--- src/rtl/irq_gate_pkg.sv ---
// Package: shared types of the interrupt gate.
// Assumes nothing beyond IEEE 1800-2017.
package irq_gate_pkg;

    // Kind of sleep the core has entered.
    typedef enum logic {
        SLP_WFI = 1'b0,
        SLP_WFE = 1'b1
    } sleep_kind_e;

endpackage

--- src/rtl/irq_cfg_regs.sv ---
// Module: configuration registers of the interrupt gate.
// Holds one level per line, the global block bit, the threshold and the
// sleep-on-exit bit. Assumes one write per cycle; writes to unused
// addresses are dropped.
module irq_cfg_regs #(
    parameter int NUM_IRQ = 8,
    parameter int PRIO_W  = 3,
    parameter int ADDR_W  = 4
) (
    input  logic                             clk,
    input  logic                             rst_n,
    input  logic                             cfg_we,
    input  logic [ADDR_W-1:0]                cfg_addr,
    input  logic [PRIO_W-1:0]                cfg_wdata,
    output logic [NUM_IRQ-1:0][PRIO_W-1:0]   prio_q,
    output logic                             gmask_q,
    output logic [PRIO_W-1:0]                base_q,
    output logic                             soe_q
);

    localparam logic [ADDR_W-1:0] A_GMASK = ADDR_W'(NUM_IRQ);
    localparam logic [ADDR_W-1:0] A_BASE  = ADDR_W'(NUM_IRQ + 1);
    localparam logic [ADDR_W-1:0] A_SOE   = ADDR_W'(NUM_IRQ + 2);

    for (genvar i = 0; i < NUM_IRQ; i++) begin : g_prio
        // Level of line i: reset to most urgent, loaded by its own address.
        always_ff @(posedge clk) begin
            if (!rst_n)
                prio_q[i] <= '0;
            else if (cfg_we && cfg_addr == ADDR_W'(i))
                prio_q[i] <= cfg_wdata;
        end
    end

    // Global block bit, threshold and sleep-on-exit control.
    always_ff @(posedge clk) begin
        if (!rst_n) begin
            gmask_q <= 1'b0;
            base_q  <= '0;
            soe_q   <= 1'b0;
        end else if (cfg_we) begin
            if (cfg_addr == A_GMASK) gmask_q <= cfg_wdata[0];
            if (cfg_addr == A_BASE)  base_q  <= cfg_wdata;
            if (cfg_addr == A_SOE)   soe_q   <= cfg_wdata[0];
        end
    end

endmodule

--- src/rtl/irq_select.sv ---
// Module: eligibility filter and winner selection.
// Combinational. A line's rank is its level plus one; rank 0 belongs to the
// non-maskable line. Assumes active_rank holds the running handler's rank,
// or 2**PRIO_W+1 when no handler runs.
module irq_select #(
    parameter int NUM_IRQ = 8,
    parameter int PRIO_W  = 3,
    parameter int RANK_W  = PRIO_W + 1,
    parameter int VEC_W   = 4
) (
    input  logic [NUM_IRQ-1:0]               pend,
    input  logic                             nmi_pend,
    input  logic [NUM_IRQ-1:0][PRIO_W-1:0]   prio,
    input  logic                             gmask,
    input  logic [PRIO_W-1:0]                base,
    input  logic [RANK_W-1:0]                active_rank,
    output logic                             take_req,
    output logic [VEC_W-1:0]                 take_vec,
    output logic [RANK_W-1:0]                take_rank,
    output logic                             wfi_wake,
    output logic                             wfe_wake
);

    logic [NUM_IRQ-1:0] open_w;   // would be eligible if the global bit were clear
    logic [NUM_IRQ-1:0] elig_w;   // eligible now
    logic               nmi_ok;

    for (genvar i = 0; i < NUM_IRQ; i++) begin : g_line
        logic base_ok;
        logic lvl_ok;
        // Threshold filter and running-level filter of line i.
        always_comb begin
            base_ok   = (base == '0) || (prio[i] < base);
            lvl_ok    = ({1'b0, prio[i]} + RANK_W'(1)) < active_rank;
            open_w[i] = pend[i] && base_ok && lvl_ok;
            elig_w[i] = open_w[i] && !gmask;
        end
    end

    assign nmi_ok = nmi_pend && (active_rank != '0);

    // Winner: non-maskable first, then smallest level, ties to lowest index.
    always_comb begin
        logic [PRIO_W:0] best;
        best      = {1'b1, {PRIO_W{1'b0}}};
        take_vec  = '0;
        take_rank = '0;
        for (int i = 0; i < NUM_IRQ; i++) begin
            if (elig_w[i] && ({1'b0, prio[i]} < best)) begin
                best      = {1'b0, prio[i]};
                take_vec  = VEC_W'(i);
                take_rank = {1'b0, prio[i]} + RANK_W'(1);
            end
        end
        if (nmi_ok) begin
            take_vec  = VEC_W'(NUM_IRQ);
            take_rank = '0;
        end
        take_req = nmi_ok || (|elig_w);
    end

    assign wfi_wake = nmi_ok || (|open_w);
    assign wfe_wake = nmi_pend || (|pend);

endmodule

--- src/rtl/irq_level_stack.sv ---
// Module: running-level tracker with a stack of preempted levels.
// A push saves the current rank and installs the new one; a pop restores the
// saved rank. Assumes each push carries a rank strictly below the current
// one, so the depth never exceeds 2**PRIO_W+1.
module irq_level_stack #(
    parameter int PRIO_W = 3,
    parameter int RANK_W = PRIO_W + 1
) (
    input  logic              clk,
    input  logic              rst_n,
    input  logic              push,
    input  logic [RANK_W-1:0] push_rank,
    input  logic              pop,
    output logic [RANK_W-1:0] active_rank,
    output logic              depth_one
);

    localparam int                DEPTH = (1 << PRIO_W) + 1;
    localparam int                PTR_W = $clog2(DEPTH + 1);
    localparam logic [RANK_W-1:0] IDLE  = RANK_W'(DEPTH);

    logic [PTR_W-1:0]  depth_q;
    logic [RANK_W-1:0] saved_q [0:(1<<PTR_W)-1];

    // Running rank and stack depth.
    always_ff @(posedge clk) begin
        if (!rst_n) begin
            active_rank <= IDLE;
            depth_q     <= '0;
        end else if (push && depth_q < PTR_W'(DEPTH)) begin
            active_rank <= push_rank;
            depth_q     <= depth_q + PTR_W'(1);
        end else if (pop && depth_q != '0) begin
            active_rank <= saved_q[depth_q - PTR_W'(1)];
            depth_q     <= depth_q - PTR_W'(1);
        end
    end

    // Save area for preempted ranks; contents are don't-care until pushed.
    always_ff @(posedge clk) begin
        if (push && depth_q < PTR_W'(DEPTH))
            saved_q[depth_q] <= active_rank;
    end

    assign depth_one = (depth_q == PTR_W'(1));

endmodule

--- src/rtl/irq_sleep_fsm.sv ---
// Module: sleep controller.
// Enters sleep on request or on sleep-on-exit, and leaves it when the wake
// rule of the current sleep kind is met. Assumes the wake inputs are
// already filtered by the selector.
module irq_sleep_fsm
    import irq_gate_pkg::*;
(
    input  logic clk,
    input  logic rst_n,
    input  logic sleep_req,
    input  logic sleep_wfe,
    input  logic soe_enter,
    input  logic wfi_wake,
    input  logic wfe_wake,
    output logic wake,
    output logic asleep
);

    sleep_kind_e kind_q;

    assign wake = asleep && ((kind_q == SLP_WFE) ? wfe_wake : wfi_wake);

    // Sleep state and kind: wake takes precedence, then sleep-on-exit.
    always_ff @(posedge clk) begin
        if (!rst_n) begin
            asleep <= 1'b0;
            kind_q <= SLP_WFI;
        end else if (asleep) begin
            if (wake) asleep <= 1'b0;
        end else if (soe_enter) begin
            asleep <= 1'b1;
            kind_q <= SLP_WFI;
        end else if (sleep_req) begin
            asleep <= 1'b1;
            kind_q <= sleep_wfe ? SLP_WFE : SLP_WFI;
        end
    end

endmodule

--- src/rtl/irq_prio_gate.sv ---
// Module: top of the prioritized interrupt gate.
// Ties the configuration registers, the selector, the level stack and the
// sleep controller together. Assumes the core raises take_ack only when it
// actually enters the presented vector, and exit_ack once per return.
module irq_prio_gate #(
    parameter int NUM_IRQ = 8,
    parameter int PRIO_W  = 3,
    parameter int ADDR_W  = $clog2(NUM_IRQ + 3),
    parameter int VEC_W   = $clog2(NUM_IRQ + 1)
) (
    input  logic               clk,
    input  logic               rst_n,
    input  logic               cfg_we,
    input  logic [ADDR_W-1:0]  cfg_addr,
    input  logic [PRIO_W-1:0]  cfg_wdata,
    input  logic [NUM_IRQ-1:0] irq_pend,
    input  logic               nmi_pend,
    input  logic               sleep_req,
    input  logic               sleep_wfe,
    input  logic               take_ack,
    input  logic               exit_ack,
    output logic               take_req,
    output logic [VEC_W-1:0]   take_vec,
    output logic               wake,
    output logic               asleep
);

    localparam int RANK_W = PRIO_W + 1;

    logic [NUM_IRQ-1:0][PRIO_W-1:0] prio_q;
    logic                           gmask_q;
    logic [PRIO_W-1:0]              base_q;
    logic                           soe_q;
    logic [RANK_W-1:0]              take_rank;
    logic [RANK_W-1:0]              active_rank;
    logic                           depth_one;
    logic                           wfi_wake;
    logic                           wfe_wake;
    logic                           take_fire;
    logic                           exit_fire;
    logic                           soe_enter;

    irq_cfg_regs #(
        .NUM_IRQ(NUM_IRQ), .PRIO_W(PRIO_W), .ADDR_W(ADDR_W)
    ) u_regs (
        .clk(clk), .rst_n(rst_n), .cfg_we(cfg_we), .cfg_addr(cfg_addr),
        .cfg_wdata(cfg_wdata), .prio_q(prio_q), .gmask_q(gmask_q),
        .base_q(base_q), .soe_q(soe_q)
    );

    irq_select #(
        .NUM_IRQ(NUM_IRQ), .PRIO_W(PRIO_W), .RANK_W(RANK_W), .VEC_W(VEC_W)
    ) u_sel (
        .pend(irq_pend), .nmi_pend(nmi_pend), .prio(prio_q), .gmask(gmask_q),
        .base(base_q), .active_rank(active_rank), .take_req(take_req),
        .take_vec(take_vec), .take_rank(take_rank), .wfi_wake(wfi_wake),
        .wfe_wake(wfe_wake)
    );

    // Handshake qualification: a take beats a simultaneous exit.
    assign take_fire = take_ack && take_req;
    assign exit_fire = exit_ack && !take_fire;
    assign soe_enter = exit_fire && depth_one && soe_q;

    irq_level_stack #(
        .PRIO_W(PRIO_W), .RANK_W(RANK_W)
    ) u_stack (
        .clk(clk), .rst_n(rst_n), .push(take_fire), .push_rank(take_rank),
        .pop(exit_fire), .active_rank(active_rank), .depth_one(depth_one)
    );

    irq_sleep_fsm u_sleep (
        .clk(clk), .rst_n(rst_n), .sleep_req(sleep_req), .sleep_wfe(sleep_wfe),
        .soe_enter(soe_enter), .wfi_wake(wfi_wake), .wfe_wake(wfe_wake),
        .wake(wake), .asleep(asleep)
    );

endmodule

--- config.mk ---
export PLATFORM = sky130hd
export DESIGN_NAME = irq_prio_gate
export DESIGN_NICKNAME = d
export VERILOG_FILES = /design/src/rtl/irq_gate_pkg.sv /design/src/rtl/irq_cfg_regs.sv /design/src/rtl/irq_select.sv /design/src/rtl/irq_level_stack.sv /design/src/rtl/irq_sleep_fsm.sv /design/src/rtl/irq_prio_gate.sv
export SDC_FILE = /design/constraint.sdc
export NUM_CORES = 1
export LEC_CHECK = 0
export BUFFER_PORTS_ARGS = -buffer_cell sky130_fd_sc_hd__buf_2
export CAP_MARGIN = 20
export CORE_MARGIN = 1.5
export CORE_UTILIZATION = 30
export CTS_CLUSTER_DIAMETER = 100
export DETAILED_ROUTE_END_ITERATION = 6
export PLACE_DENSITY = 0.43
export SLEW_MARGIN = 20
export SYNTH_ARGS = -nofsm -noshare
export SYNTH_HDL_FRONTEND = slang
export SYNTH_SLANG_ARGS = --single-unit
--- constraint.sdc ---
create_clock -name clk -period 19.6 [get_ports clk]
set_clock_uncertainty 0.05 [all_clocks]
set_input_delay 2.94 -clock clk [delete_from_list [all_inputs] [get_ports clk]]
set_output_delay 2.94 -clock clk [all_outputs]
set_load 0.1 [all_outputs]
# Word level (Yosys, flattened, before mapping)
# Memory sizes are Yosys's and may differ from the RTL's.
# Index checks and enable logic that the tools add are counted.
[op_classes] muxes=38 eq_ne=11 add_sub_neg=10 bitwise_logic=1 n_lt_le_gt_ge=24 reduce_logical=73
[ops] op="4-bit 2-to-1 mux" count=21
[ops] op="1-bit logical AND" count=47
[ops] op="3-bit by 1-bit adder with 4-bit output (second input constant)" count=8
[ops] op="4-bit less-than comparator" count=8
[ops] op="3-bit by 4-bit less-than comparator with 1-bit output" count=7
[ops] op="3-bit less-than comparator" count=8
[ops] op="8-bit OR reduction" count=3
[ops] op="4-bit by 3-bit equality test with 1-bit output (second input constant)" count=4
[ops] op="4-bit equality test (second input constant)" count=3
[ops] op="3-bit 2-to-1 mux" count=4
[ops] op="1-bit logical OR" count=11
[ops] op="1-bit 2-to-1 mux" count=11
[ops] op="4-bit by 1-bit equality test with 1-bit output (second input constant)" count=2
[ops] op="4-bit by 2-bit equality test with 1-bit output (second input constant)" count=2
[ops] op="2-bit AND reduction" count=4
[ops] op="4-bit nonzero test" count=2
[ops] op="4-bit by 1-bit adder with 4-bit output (second input constant)" count=1
[ops] op="4-bit logical NOT" count=1
[ops] op="4-bit less-than comparator (second input constant)" count=1
[ops] op="2-bit 2-to-1 mux" count=2
[ops] op="2-bit nonzero test" count=2
[ops] op="4-bit by 1-bit subtractor with 4-bit output (second input constant)" count=1
[ops] op="3-bit logical NOT" count=1
[ops] op="1-bit logical NOT" count=2
[ops] op="1-bit NOT" count=1
[word_totals] in_bits=23 ramBits=64 ff_bits=39 out_inout_bits=7 wordCells=173 n_memories=1
[memory_table] memory="u_stack.saved_q" depth=16 width=4 read_ports=1 rd_ports_with_merged_regs=0 write_ports=1 line="irq_level_stack.sv:23" source="logic [RANK_W-1:0] saved_q [0:(1<<PTR_W)-1];"

# Logic depth before layout (Yosys ltp)
# Gate-level depths: netlist of run 1.
[logic_depth] ltp_word=29 mapped_depth=62 depth_no_buf=58

# Modules after synthesis
# From an unflattened synthesis of run 1, not the netlist that was laid out.
[hier_totals] cells_unflattened=681 hier_area_um2=7095.6
[modules_own_cells] mod="irq_level_stack" n_inst=1 area_each_um2=3105.5 cells_each=183 seq_area_each_um2=2082.0
[modules_own_cells] mod="irq_select" n_inst=1 area_each_um2=2742.6 cells_each=371 seq_area_each_um2=0.0
[modules_own_cells] mod="irq_cfg_regs" n_inst=1 area_each_um2=1113.6 cells_each=113 seq_area_each_um2=580.6
[modules_own_cells] mod="irq_sleep_fsm" n_inst=1 area_each_um2=108.9 cells_each=11 seq_area_each_um2=40.0
[modules_own_cells] mod="irq_prio_gate" n_inst=1 area_each_um2=25.0 cells_each=3 seq_area_each_um2=0.0

# Worst setup path after synthesis of run 1
# OpenSTA, ideal clock, no wires.
[synth_path] path_kind="input to output" from="in irq_pend[0]" to="out take_vec[2]" path_buffers=4 path_stages=57 required_ps=16610 arrival_ps=14182 path_slack_ps=2428 cell_sequence="nor2b_1 o211a_1 o21ai_1 buf_2 nor2_1 nand2_1 ha_1 a21o_1 a21o_1 a211oi_1 clkbuf_1 nand2_1 o21ai_0 inv_1 ha_1 or4_1 a31oi_2 nor3_4 [... 21 more ...] nand3_1 o21ai_0 a32oi_1 o21a_1 mux2i_2 ha_1 nor2_1 nand4_1 a2111oi_4 nor2_1 buf_4 a21o_1 ha_1 nor3_1 nand4_2 a31oi_4 nor2_1 a21oi_1"
[synth_between] elab_chain_cells=26 word_cells_on_any_way=29 cone_classes="order compare: 7; mux: 12; reduce/logical: 10"
[synth_rtl] item="from (decl)" line="irq_prio_gate.sv:16" source="input logic [NUM_IRQ-1:0] irq_pend,"
[synth_rtl] item="1-bit logical AND (*) (2 in a row)" line="irq_select.sv:35" source="open_w[i] = pend[i] && base_ok && lvl_ok;"
[synth_rtl] item="1-bit logical AND (*)" line="irq_select.sv:36" source="elig_w[i] = open_w[i] && !gmask;"
[synth_rtl] item="4-bit 2-to-1 mux (*)" line="irq_select.sv:49" source="if (elig_w[i] && ({1'b0, prio[i]} < best)) begin"
[synth_rtl] item="3-bit by 4-bit less-than comparator with 1-bit output" line="irq_select.sv:49"
[synth_rtl] item="1-bit logical AND" line="irq_select.sv:49"
[synth_rtl] item="4-bit 2-to-1 mux (*)" line="irq_select.sv:49"
[synth_rtl] item="3-bit by 4-bit less-than comparator with 1-bit output" line="irq_select.sv:49"
[synth_rtl] item="1-bit logical AND" line="irq_select.sv:49"
[synth_rtl] item="[... 9 more ...]"
[synth_rtl] item="4-bit 2-to-1 mux" line="irq_select.sv:49"
[synth_rtl] item="3-bit by 4-bit less-than comparator with 1-bit output" line="irq_select.sv:49"
[synth_rtl] item="1-bit logical AND" line="irq_select.sv:49"
[synth_rtl] item="4-bit 2-to-1 mux" line="irq_select.sv:49"
[synth_rtl] item="3-bit by 4-bit less-than comparator with 1-bit output" line="irq_select.sv:49"
[synth_rtl] item="1-bit logical AND" line="irq_select.sv:49"
[synth_rtl] item="3-bit 2-to-1 mux (*)" line="irq_select.sv:49"
[synth_rtl] item="4-bit 2-to-1 mux (*)" line="irq_select.sv:55" source="if (nmi_ok) begin"
[synth_rtl] item="to (decl)" line="irq_prio_gate.sv:23" source="output logic [VEC_W-1:0] take_vec,"
# Every way passes the cells marked *; elsewhere a longest branch is shown, timed or not.

# Worst setup path after layout of run 1
# Same ends and word-level chain as after synthesis.

==> reports/results.tsv, run 1 <==
stage	metric	value	unit
outcome	status	complete, no violations	
floorplan	die extent in x	157	microns
flow_run	MaxCap Viol Count	0	
synth	Synth top area share	0.271	
sta	minimum clock period after layout	18380	ps
setup_path	FF-to-FF path depth	57	
drt	DRT Pass-1 Iters	5	
setup_path	RR Startpoint	u_stack.active_rank[3]	
synth	synth warn	0	
cells_and_area	layout cells sized above 1	0.138	
placement	# port buffers	29	
cts	CTS tree	built	
floorplan	I/O Pins	30	
sta	Slew @ Worst Pin	1060	ps
global_routing	initial antenna violation count	0	
cts	H-tree depth	3	
pwr	peak supply drop	41.6	uV
cts	CTS Root Cell	clkbuf_16	
synth	share of synthesized flip-flops with an asynchronous set or reset	0	
setup_path	most frequent cell on the critical path	ha_1	
setup_path	Critical Path RT	16610	ps
sta	Final WS setup	1220	ps
cells_and_area	nets	816	
cts	worst skew pair latency	350	ps
pwr	Pleak	3.01	nW
synth	synth top area cells	edfxtp_1 27%, ha_1 12%, dfxtp_1 11%, mux4_2 5.1%, mux2i_1 4.7%	
setup_path	Worst path top cell family by delay	compound AO/OA/AOI/OAI gates	
min_path	Hold Path Class	reg2reg	
sta	final worst path period share	0.938	
synth	Syn Area/Cell	10.2	sq um
setup_path	slowest CP cell	a211oi_1	
synth	mapped cell area	7100	sq um
cells_and_area	Antenna diodes	0	
global_routing	total grt overflow	0	
sta	Final setup viols	0	
cts	Clock Sinks	103	
setup_path	Worst path max stage delay	780	ps
floorplan	height of the chip	157	microns
cells_and_area	Post-Layout Cell Count	1050	
setup_path	CP startpoint kind	input pin	
synth	Yosys cell types	76	
cts	Clock Tree Buf Depth	2	
synth	top_reg_cell synth	edfxtp_1	
setup_path	Crit Path Class	in2out	
synth	Post-synth EDFFs	64	
floorplan	starting density of the core	0.304	
cells_and_area	Final Core Density	0.340	
placement	DP Cell Count	1033	
global_routing	first-pass GRT wire length	32.1	mm
setup_path	R2R Path End	u_stack.active_rank[1]	
cts	Post-CTS Setup Inserts	0	
setup_path	Critical Path AT	15390	ps
global_routing	largest net degree at the start of global routing	38	
synth	area leader, netlist	edfxtp_1	
drt	Post-DRT Antenna Nets	0	
drt	via/cell ratio	5.28	
placement	HPWL after detailed placement	16.1	mm
sta	unrepaired setup endpoints after global routing	false	
sta	Max Fclk	0.0544	GHz
drt	DR WL/cell	19.7	microns
placement	gp weighted congestion	0.928	
synth	FF+latch count, synth	103	
synth	Synth Instances	694	
cts	cts hold-fix bufs	0	
setup_path	crit end category	output port	
drt	DR iter-0 viols	230	
sta	TNS Setup	0	ps
cells_and_area	Area Overhead vs Synth	11.7	%
pwr	Cell Pwr Density	96.1	nW/um^2
setup_path	Worst path depth	57	
floorplan	area of the core	23300	sq um
drt	vias after detailed routing	5548	
setup_path	crit-path max FO	12	
global_routing	Global Route Usage Sum	0.174	
setup_path	crit path from	irq_pend[0]	
sta	Fin. Hold Viols	0	
drt	DRC	0	
cts	Post-CTS Resized	0	
drt	final WL	20.7	mm
setup_path	worst setup path end	take_vec[2]	
synth	sequential share of the synthesized area	0.381	
min_path	hold depth	2	
sta	final max-slew violation count	0	
placement	Setup WS pre-CTS	1390	ps
cts	CTS buffer count	9	
cts	Worst-path clk slew	60	ps
floorplan	Rows	56	
sta	Worst slew margin	0.272	
setup_path	R2R setup slack	5670	ps
setup_path	Buf+Inv Stages, Crit Path	7	
floorplan	Die ar.	24600	sq um
global_routing	vias in the first global route	5587	
==> cell usage after synthesis (4+ instances only) <==
cell,instances
a211o_1,4
a211oi_1,11
a21boi_0,5
a21o_1,11
a21oi_1,24
a31oi_1,9
and2_1,4
and3_1,11
buf_1,4
clkbuf_1,18
dfxtp_1,39
edfxtp_1,64
ha_1,67
inv_1,34
mux2_2,14
mux2i_1,33
mux4_2,16
nand2_1,42
nand2b_1,21
nand3_1,14
nand4_1,5
nor2_1,69
nor2b_1,5
nor3_1,9
nor4_1,12
nor4b_1,4
o2111ai_1,5
o211ai_1,10
o21a_1,9
o21ai_0,30
o21ai_1,6
o31ai_1,4
xnor2_1,4
xor2_1,8
==> metal layers <==
layer / vias to the layer above / global-route usage / part of all wire
met5: - / 0 / 0
met4: 0 / 0.0576 / 0.023
met3: 28 / 0.0235 / 0.031
met2: 129 / 0.311 / 0.51
met1: 2699 / 0.215 / 0.44
li1: 2692 / - / -
==> how the worst min path moves through the flow <==
stage	from	end	slack, ps
after global placement	u_regs.soe_q	u_regs.soe_q	480
after CTS	u_regs.soe_q	u_regs.soe_q	500
after detailed placement	u_regs.soe_q	u_regs.soe_q	490
final	u_regs.soe_q	u_regs.soe_q	500
after global routing	u_regs.soe_q	u_regs.soe_q	540
after floorplan	u_regs.soe_q	u_regs.soe_q	400
==> kinds of logic after synthesis <==
| family | after synthesis | synth area share |
|---|---|---|
| adder cells (fa/ha/maj) | 67 | 0.118 |
| XOR/XNOR | 12 | 0.0148 |
| multiplexers | 67 | 0.127 |
| buffers and inverters | 63 | 0.0349 |
| other | 1 | 0.000528 |
| AND/OR/NAND/NOR | 216 | 0.155 |
| AO/OA/AOI/OAI | 165 | 0.169 |
| flip-flops | 103 | 0.381 |
==> report_power, final <==
group,total [W],internal (W),switching (W)
Clock,0.000177,0.0000928,0.0000843
Sequential,0.000277,0.000259,0.0000183
Combinational,0.000308,0.000110,0.000198
Total,0.000762,0.000461,0.000301
==> metrics by stage <==
step                      area, sq um  hold WS [ps]  total power [W]
final                            7930           498         0.000762
after global routing             7930           542         0.000805
after CTS                        7910           500         0.000769
after detailed placement         7610           491         0.000589
after global placement           7610           476         0.000587
after floorplan                  7150           399         0.000502
==> cells in the final DEF (no fill, tap or decap), drive strengths merged, types with 12 or more instances in the layout <==
| master | count |
|---|---|
| ha | 67 |
| buf | 32 |
| inv | 39 |
| a211oi | 13 |
| a21oi | 26 |
| dfxtp | 39 |
| mux4 | 16 |
| conb | 16 |
| nand3 | 14 |
| mux2i | 35 |
| a31oi | 12 |
| mux2 | 16 |
| nand2 | 42 |
| nor4 | 12 |
| nand2b | 21 |
| nor2 | 69 |
| edfxtp | 64 |
| o21ai | 36 |
==> area by class of cell <==
cell class	count	area (sq um)
Clock buffer	10	239
Sequential cell	103	2700
Fill cell	2388	15400
Inverter	36	135
Clock inverter	6	57.6
Timing Repair Buffer	33	173
Multi-Input combinational cell	543	4220
Tap cell	319	399
==> worst reg2reg max path: cells and delay by family (launching register included) <==
family / cells / cell delay, ps
DFF: 1 / 770
adders and majority gates: 8 / 2200
AOI/OAI and AO/OA: 28 / 6700
buffers and inverters: 6 / 690
muxes: 4 / 1250
and+or+nand+nor: 11 / 2130
==> flip-flops by register name, summed over array words and instances, names as in the netlist <==
signal / flops
u_regs.base_q: 3
u_regs.gmask_q: 1
u_regs.prio_q: 24
u_regs.soe_q: 1
u_sleep.asleep: 1
u_sleep.kind_q: 1
u_stack.active_rank: 4
u_stack.depth_q: 4
u_stack.saved_q: 64
No activity file was read; power rests on OpenSTA's default activity.
==> inputs of run 2 (changes only) <==
- CTS_BUF_LIST: unset -> sky130_fd_sc_hd__clkbuf_4 sky130_fd_sc_hd__clkbuf_8
- SYNTH_HIERARCHICAL: unset -> 1
==> reports/results.tsv, run 2 <==
stage	metric	value	unit	change
setup_path	CP startpoint kind	input pin		
synth	post-synthesis simple-gate area fraction	0.156		+0.000204
synth	top_reg_cell synth	edfxtp_1		
synth	share of synthesized flip-flops with an asynchronous set or reset	0		unchanged
floorplan	Die ar.	24600	sq um	about the same
cells_and_area	Post-Layout Cell Count	1039		-1.0%
cells_and_area	commonest cells after routing, fill and taps aside	71 x nand2_1, 67 x ha_1, 64 x edfxtp_1		
cts	worst skew pair latency	390	ps	+40 ps
setup_path	Worst path max stage delay	510	ps	-270 ps
cts	CTS Root Cell	clkbuf_8		
synth	mapped cell area	7100	sq um	about the same
synth	mux cell area share after synthesis	0.109		-0.0173
synth	Syn Area/Cell	10.4	sq um	+1.9%
global_routing	GRT Max-Usage Layer	met2		
synth	most common library cells after synthesis	71 x nand2_1, 67 x ha_1, 64 x edfxtp_1		
cts	Post-CTS Setup Inserts	0		unchanged
outcome	status	complete, no violations		
setup_path	most frequent cell on the critical path	ha_1		
min_path	hold depth	2		unchanged
cts	Worst-path clk slew	110	ps	+50 ps
sta	Worst slew margin	0.348		+0.0753
setup_path	Critical Path RT	16610	ps	about the same
placement	# port buffers	29		unchanged
cells_and_area	layout cells sized above 1	0.139		+0.000722
floorplan	height of the chip	157	microns	about the same
pwr	Pleak	3.01	nW	about the same
placement	DP Cell Count	1023		-0.97%
sta	final max-slew violation count	0		unchanged
floorplan	Rows	56		unchanged
synth	synth warn	6		+6
cts	CTS tree	built		
flow_run	MaxCap Viol Count	0		unchanged
placement	Setup WS pre-CTS	1540	ps	+150 ps
synth	Post-synth EDFFs	64		unchanged
pwr	Reg power frac	0.363		about the same
pwr	Clk pwr share	0.178		-0.055
synth	sequential share of the synthesized area	0.381		about the same
sta	Slew @ Worst Pin	978	ps	-85.5 ps
cts	Clock Sinks	103		unchanged
sta	Final setup viols	0		unchanged
placement	HPWL after detailed placement	15.6	mm	-3.3%
pwr	sw frac	0.423		+0.0288
synth	post-synthesis xor/xnor area fraction	0.0169		+0.00212
pwr	Cell Int Power	0.000433	W	-6.0%
cells_and_area	Antenna diodes	0		unchanged
pwr	Net Switching	0.000318	W	+5.8%
cts	cts hold-fix bufs	0		unchanged
pwr	Cell Pwr Density	96.7	nW/um^2	+0.62%
global_routing	Global Route Usage Sum	0.175		+0.000338
global_routing	total grt overflow	0		unchanged
placement	gp weighted congestion	0.876		-5.6%
drt	via/cell ratio	5.20		-1.7%
synth	main combinational cell family by area after synthesis	compound AO/OA/AOI/OAI gates		
sta	final worst path period share	0.925		-0.0125
global_routing	first-pass GRT wire length	31.7	mm	-1.2%
cells_and_area	largest reg by FF count	u_stack/saved_q		
cts	H-tree depth	3		unchanged
placement	dpl cell area	7580	sq um	-0.41%
setup_path	crit-path max FO	14		+2
cts	Clock Tree Buf Depth	2		unchanged
cells_and_area	Largest register FFs	64		unchanged
synth	synth top area cells	edfxtp_1 27%, ha_1 12%, dfxtp_1 11%, mux2i_1 5.6%, mux4_2 4.1%		
setup_path	crit end category	output port		
drt	vias after detailed routing	5398		-2.7%
global_routing	initial antenna violation count	0		unchanged
cells_and_area	Regs by FF count	u_stack/saved_q (64), u_regs/prio_q (24)		
synth	area leader, netlist	edfxtp_1		
global_routing	vias in the first global route	5434		-2.7%
global_routing	met1 GRT Util	0.212		-0.00243
global_routing	M3 GR Usage	0.0321		+0.00858
drt	Post-DRT Antenna Nets	0		unchanged
global_routing	global routing met2 resource utilization	0.305		-0.00632
cells_and_area	nets	805		-1.3%
min_path	Hold Path Class	reg2reg		
pwr	Comb pwr share	0.458		+0.054
sta	unrepaired setup endpoints after global routing	false		
global_routing	largest net degree at the start of global routing	44		+16%
sta	Max Fclk	0.0551	GHz	+1.3%
synth	top-count cell post-synth	nand2_1		
drt	DR iter-0 viols	424		+84%
floorplan	I/O Pins	30		unchanged
synth	Synth top area share	0.271		about the same
drt	DR WL/cell	19.6	microns	-0.52%
synth	post-synthesis compound-gate area fraction	0.184		+0.0148
floorplan	area of the core	23300	sq um	unchanged
sta	Final WS setup	1470	ps	+244 ps
cells_and_area	Area Overhead vs Synth	9.54	%	
sta	minimum clock period after layout	18130	ps	-244 ps
pwr	Tot Pwr	0.000752	W	-1.4%
pwr	peak supply drop	63.2	uV	+52%
synth	Post-Synth Adder-Cell Area	0.118		about the same
cells_and_area	Finished Cell Area	7770	sq um	-2.0%
setup_path	Critical Path AT	15140	ps	-250 ps
floorplan	die extent in x	157	microns	about the same
sta	TNS Setup	0	ps	unchanged
drt	final WL	20.4	mm	-1.6%
floorplan	starting density of the core	0.304		about the same
drt	DRT Pass-1 Iters	5		unchanged
synth	Synth Instances	681		-1.9%
sta	Fin. Hold Viols	0		unchanged
cts	Post-CTS Resized	0		unchanged
synth	FF+latch count, synth	103		unchanged
setup_path	FF-to-FF path depth	53		-7.0%
synth	Yosys cell types	87		+14%
setup_path	Crit Path Class	in2out		
drt	DRC	0		unchanged
setup_path	slowest CP cell	buf_2		
cts	CTS buffer count	9		unchanged
cells_and_area	leading cell type in the layout, fill and taps excluded	nand2_1		
run 2: cell types whose count changed after synthesis, sizes merged, moves of 8 or more:
cell and delta:
clkbuf -10, nor4 -8, mux2 -11, nand2 +30
nor2 -36, nand3 -10, and2 +15
run 2: critical path: cells and delay by family:
family,cells,cell delay [ps]
mux,3,1020
fa+ha+maj,7,1780
compound gates,22,5400
buf+inv,6,830
simple gates,13,3180
run 2: kinds of logic after synthesis:
kind of cell	after synthesis
AO/OA/AOI/OAI	172
XOR/XNOR	12
adder cells (fa/ha/maj)	67
buffers and inverters	54
flip-flops	103
multiplexers	59
other	1
AND/OR/NAND/NOR	213
run 2: metal layers:
layer,vias up,routed length (microns)
li1,2634,-
met1,2635,8920
met2,102,10300
met3,27,557
met4,0,669
met5,-,0
run 2: final timing paths:
path | endpoint | start | slack (ps)
worst max register to register | u_stack/active_rank[1] | u_stack/active_rank[3] | 5930
worst min register to register | u_sleep/kind_q | u_sleep/kind_q | 440
worst max-delay path | take_vec[0] | irq_pend[0] | 1470
worst min-delay path | u_sleep/kind_q | u_sleep/kind_q | 440
run 2: layout make-up:
type / count / area, sq um
clock inverter: 7 / 65.1
fill: 2420 / 15600
inverter: 30 / 113
tap: 319 / 399
timing repair buffer: 32 / 168
sequential: 103 / 2700
multi-input combinational: 539 / 4200
clock buffer: 9 / 124
run 2: through the flow:
step	hold slack (ps)	util
6_report	436	0.333
5_1_grt	471	0.333
4_1_cts	442	0.333
3_5_place_dp	425	0.325
3_3_place_gp	416	0.325
2_1_floorplan	393	-
run 2: power groups by stage:
| stage | clock network (W) | logic (W) | registers, W |
|---|---|---|---|
| floorplan | 0 | 0.000265 | 0.000272 |
| global placement | 0 | 0.000348 | 0.000278 |
| detailed placement | 0 | 0.000350 | 0.000280 |
| CTS | 0.000141 | 0.000351 | 0.000274 |
| global route | 0.000149 | 0.000380 | 0.000276 |
| finish | 0.000134 | 0.000344 | 0.000273 |
==> inputs of run 3 (changes only) <==
- CORE_MARGIN: 1.5 -> 8
==> reports/results.tsv, run 3 (synthesized netlist as in run 2, its figures left out) <==
stage	metric	value	unit	change
placement	# port buffers	29		unchanged
cts	CTS tree	built		
floorplan	Rows	56		unchanged
pwr	Pleak	3.04	nW	+0.74%
floorplan	die extent in x	170	microns	+8.3%
drt	vias after detailed routing	5476		+1.4%
floorplan	I/O Pins	30		unchanged
global_routing	vias in the first global route	5641		+3.8%
cts	Post-CTS Resized	0		unchanged
pwr	peak supply drop	104	uV	+64%
placement	Setup WS pre-CTS	1570	ps	+33.4 ps
sta	final worst path period share	0.932		+0.00675
pwr	Cell Int Power	0.000437	W	+0.77%
min_path	Hold Path Class	reg2reg		
global_routing	first-pass GRT wire length	32.8	mm	+3.4%
setup_path	crit end category	output port		
sta	Fin. Hold Viols	0		unchanged
cts	worst skew pair latency	400	ps	about the same
floorplan	height of the chip	170	microns	+8.3%
floorplan	starting density of the core	0.304		unchanged
setup_path	CP startpoint kind	input pin		
cts	Worst-path clk slew	110	ps	about the same
pwr	Clk pwr share	0.186		+0.008
cts	CTS buffer count	9		unchanged
cells_and_area	Final Core Density	0.334		+0.00113
global_routing	initial antenna violation count	0		unchanged
cells_and_area	commonest cells after routing, fill and taps aside	71 x nand2_1, 67 x ha_1, 64 x edfxtp_1		
pwr	Cell Pwr Density	97.3	nW/um^2	+0.66%
sta	Max Fclk	0.0547	GHz	-0.72%
pwr	sw frac	0.425		+0.00129
sta	Slew @ Worst Pin	986	ps	+7.42 ps
cts	Clock Tree Buf Depth	2		unchanged
cts	cts hold-fix bufs	0		unchanged
cells_and_area	area of the multi-input gates	4200	sq um	unchanged
setup_path	Crit Path Class	in2out		
placement	gp weighted congestion	0.877		about the same
pwr	Net Switching	0.000322	W	+1.3%
pwr	Reg power frac	0.356		-0.007
cells_and_area	fillcell total	2421		+0.041%
setup_path	slowest CP cell	o21ai_2		
setup_path	Critical Path RT	16610	ps	about the same
placement	dpl cell area	7600	sq um	+0.20%
setup_path	Critical Path AT	15280	ps	+140 ps
outcome	status	complete, no violations		
cells_and_area	nets	807		+0.25%
cts	H-tree depth	3		unchanged
flow_run	MaxCap Viol Count	0		unchanged
setup_path	Buf+Inv Stages, Crit Path	6		unchanged
drt	DRC	0		unchanged
cells_and_area	Largest register FFs	64		unchanged
sta	Final setup viols	0		unchanged
global_routing	Global Route Usage Sum	0.151		-0.0239
cells_and_area	Area Overhead vs Synth	9.91	%	
sta	final max-slew violation count	0		unchanged
sta	TNS Setup	0	ps	unchanged
sta	Worst slew margin	0.343		-0.00494
drt	DR WL/cell	20.5	microns	+4.6%
cells_and_area	leading cell type in the layout, fill and taps excluded	nand2_1		
cts	CTS Root Cell	clkbuf_8		
drt	DR iter-0 viols	345		-19%
sta	unrepaired setup endpoints after global routing	false		
drt	Post-DRT Antenna Nets	0		unchanged
drt	via/cell ratio	5.26		+1.3%
pwr	Comb pwr share	0.458		about the same
sta	minimum clock period after layout	18270	ps	+132 ps
floorplan	area of the core	23300	sq um	unchanged
cells_and_area	layout cells sized above 1	0.141		+0.00239
pwr	Tot Pwr	0.000759	W	+1.0%
drt	final WL	21.4	mm	+4.8%
cells_and_area	Finished Cell Area	7800	sq um	+0.34%
setup_path	most frequent cell on the critical path	ha_1		
sta	Final WS setup	1330	ps	-132 ps
floorplan	Die ar.	28800	sq um	+17%
placement	HPWL after detailed placement	15.9	mm	+1.9%
cells_and_area	Storage cell area	2700	sq um	unchanged
global_routing	largest net degree at the start of global routing	44		unchanged
setup_path	crit-path max FO	14		unchanged
setup_path	Worst path top cell family by delay	compound AO/OA/AOI/OAI gates		
cts	Clock Sinks	103		unchanged
cells_and_area	largest reg by FF count	u_stack/saved_q		
global_routing	total grt overflow	0		unchanged
cts	Post-CTS Setup Inserts	0		unchanged
setup_path	Worst path max stage delay	550	ps	+40 ps
cells_and_area	Antenna diodes	0		unchanged
cells_and_area	Regs by FF count	u_stack/saved_q (64), u_regs/prio_q (24)		
drt	DRT Pass-1 Iters	5		unchanged
## run 3: cell types whose count changed in the layout (fill, tap and decap cells not counted), sizes merged
cell,previous run,this run
clkinvlp,2,0
buf,32,34
inv,33,35
## run 3: layout make-up
type,instances,share of cell area
sequential,103,0.347
inverter,30,0.0144
multi-input combinational,539,0.539
timing repair buffer,34,0.0234
tap,319,0.0512
clock buffer,9,0.0159
clock inverter,7,0.00979
## run 3: path summary, 6_finish.rpt
kind / from / endpoint / slack (ps) / cells past startpoint
hold / removal: u_sleep/kind_q / u_sleep/kind_q / 460 / 2
setup reg to reg: u_stack/active_rank[3] / u_stack/active_rank[0] / 5920 / 53
setup / recovery: irq_pend[0] / take_vec[1] / 1330 / 52
hold reg to reg: u_sleep/kind_q / u_sleep/kind_q / 460 / 2
## run 3: routing by layer
metal / vias to the layer above / routed length, microns / global-route usage
met5: - / 0 / 0
met4: 0 / 844 / 0.0669
met3: 38 / 730 / 0.0237
met2: 137 / 10400 / 0.262
met1: 2667 / 9360 / 0.181
li1: 2634 / - / -
## run 3: worst register-to-register path, delay by kind of cell, from the launching register on
kind | cells | cell delay, ps
AO/OA/AOI/OAI | 25 | 5730
AND/OR/NAND/NOR | 13 | 3110
adder cells (fa/ha/maj) | 8 | 2210
multiplexers | 3 | 1050
flip-flops | 1 | 750
buffers and inverters | 4 | 620
## run 3: power by group through the flow
stage	sequential (W)	clock, W	combinational, W
2_1_floorplan	0.000272	0	0.000265
5_1_grt	0.000273	0.000154	0.000381
4_1_cts	0.000271	0.000148	0.000352
3_5_place_dp	0.000276	0	0.000350
3_3_place_gp	0.000274	0	0.000350
6_report	0.000270	0.000141	0.000348
## run 3: metrics by stage
| step | hold WS, ps | instances |
|---|---|---|
| 3_3_place_gp | 413 | 1025 |
| 3_5_place_dp | 435 | 1025 |
| 5_1_grt | 478 | 1041 |
| 6_report | 457 | 1041 |
| 2_1_floorplan | 393 | 696 |
| 4_1_cts | 455 | 1041 |
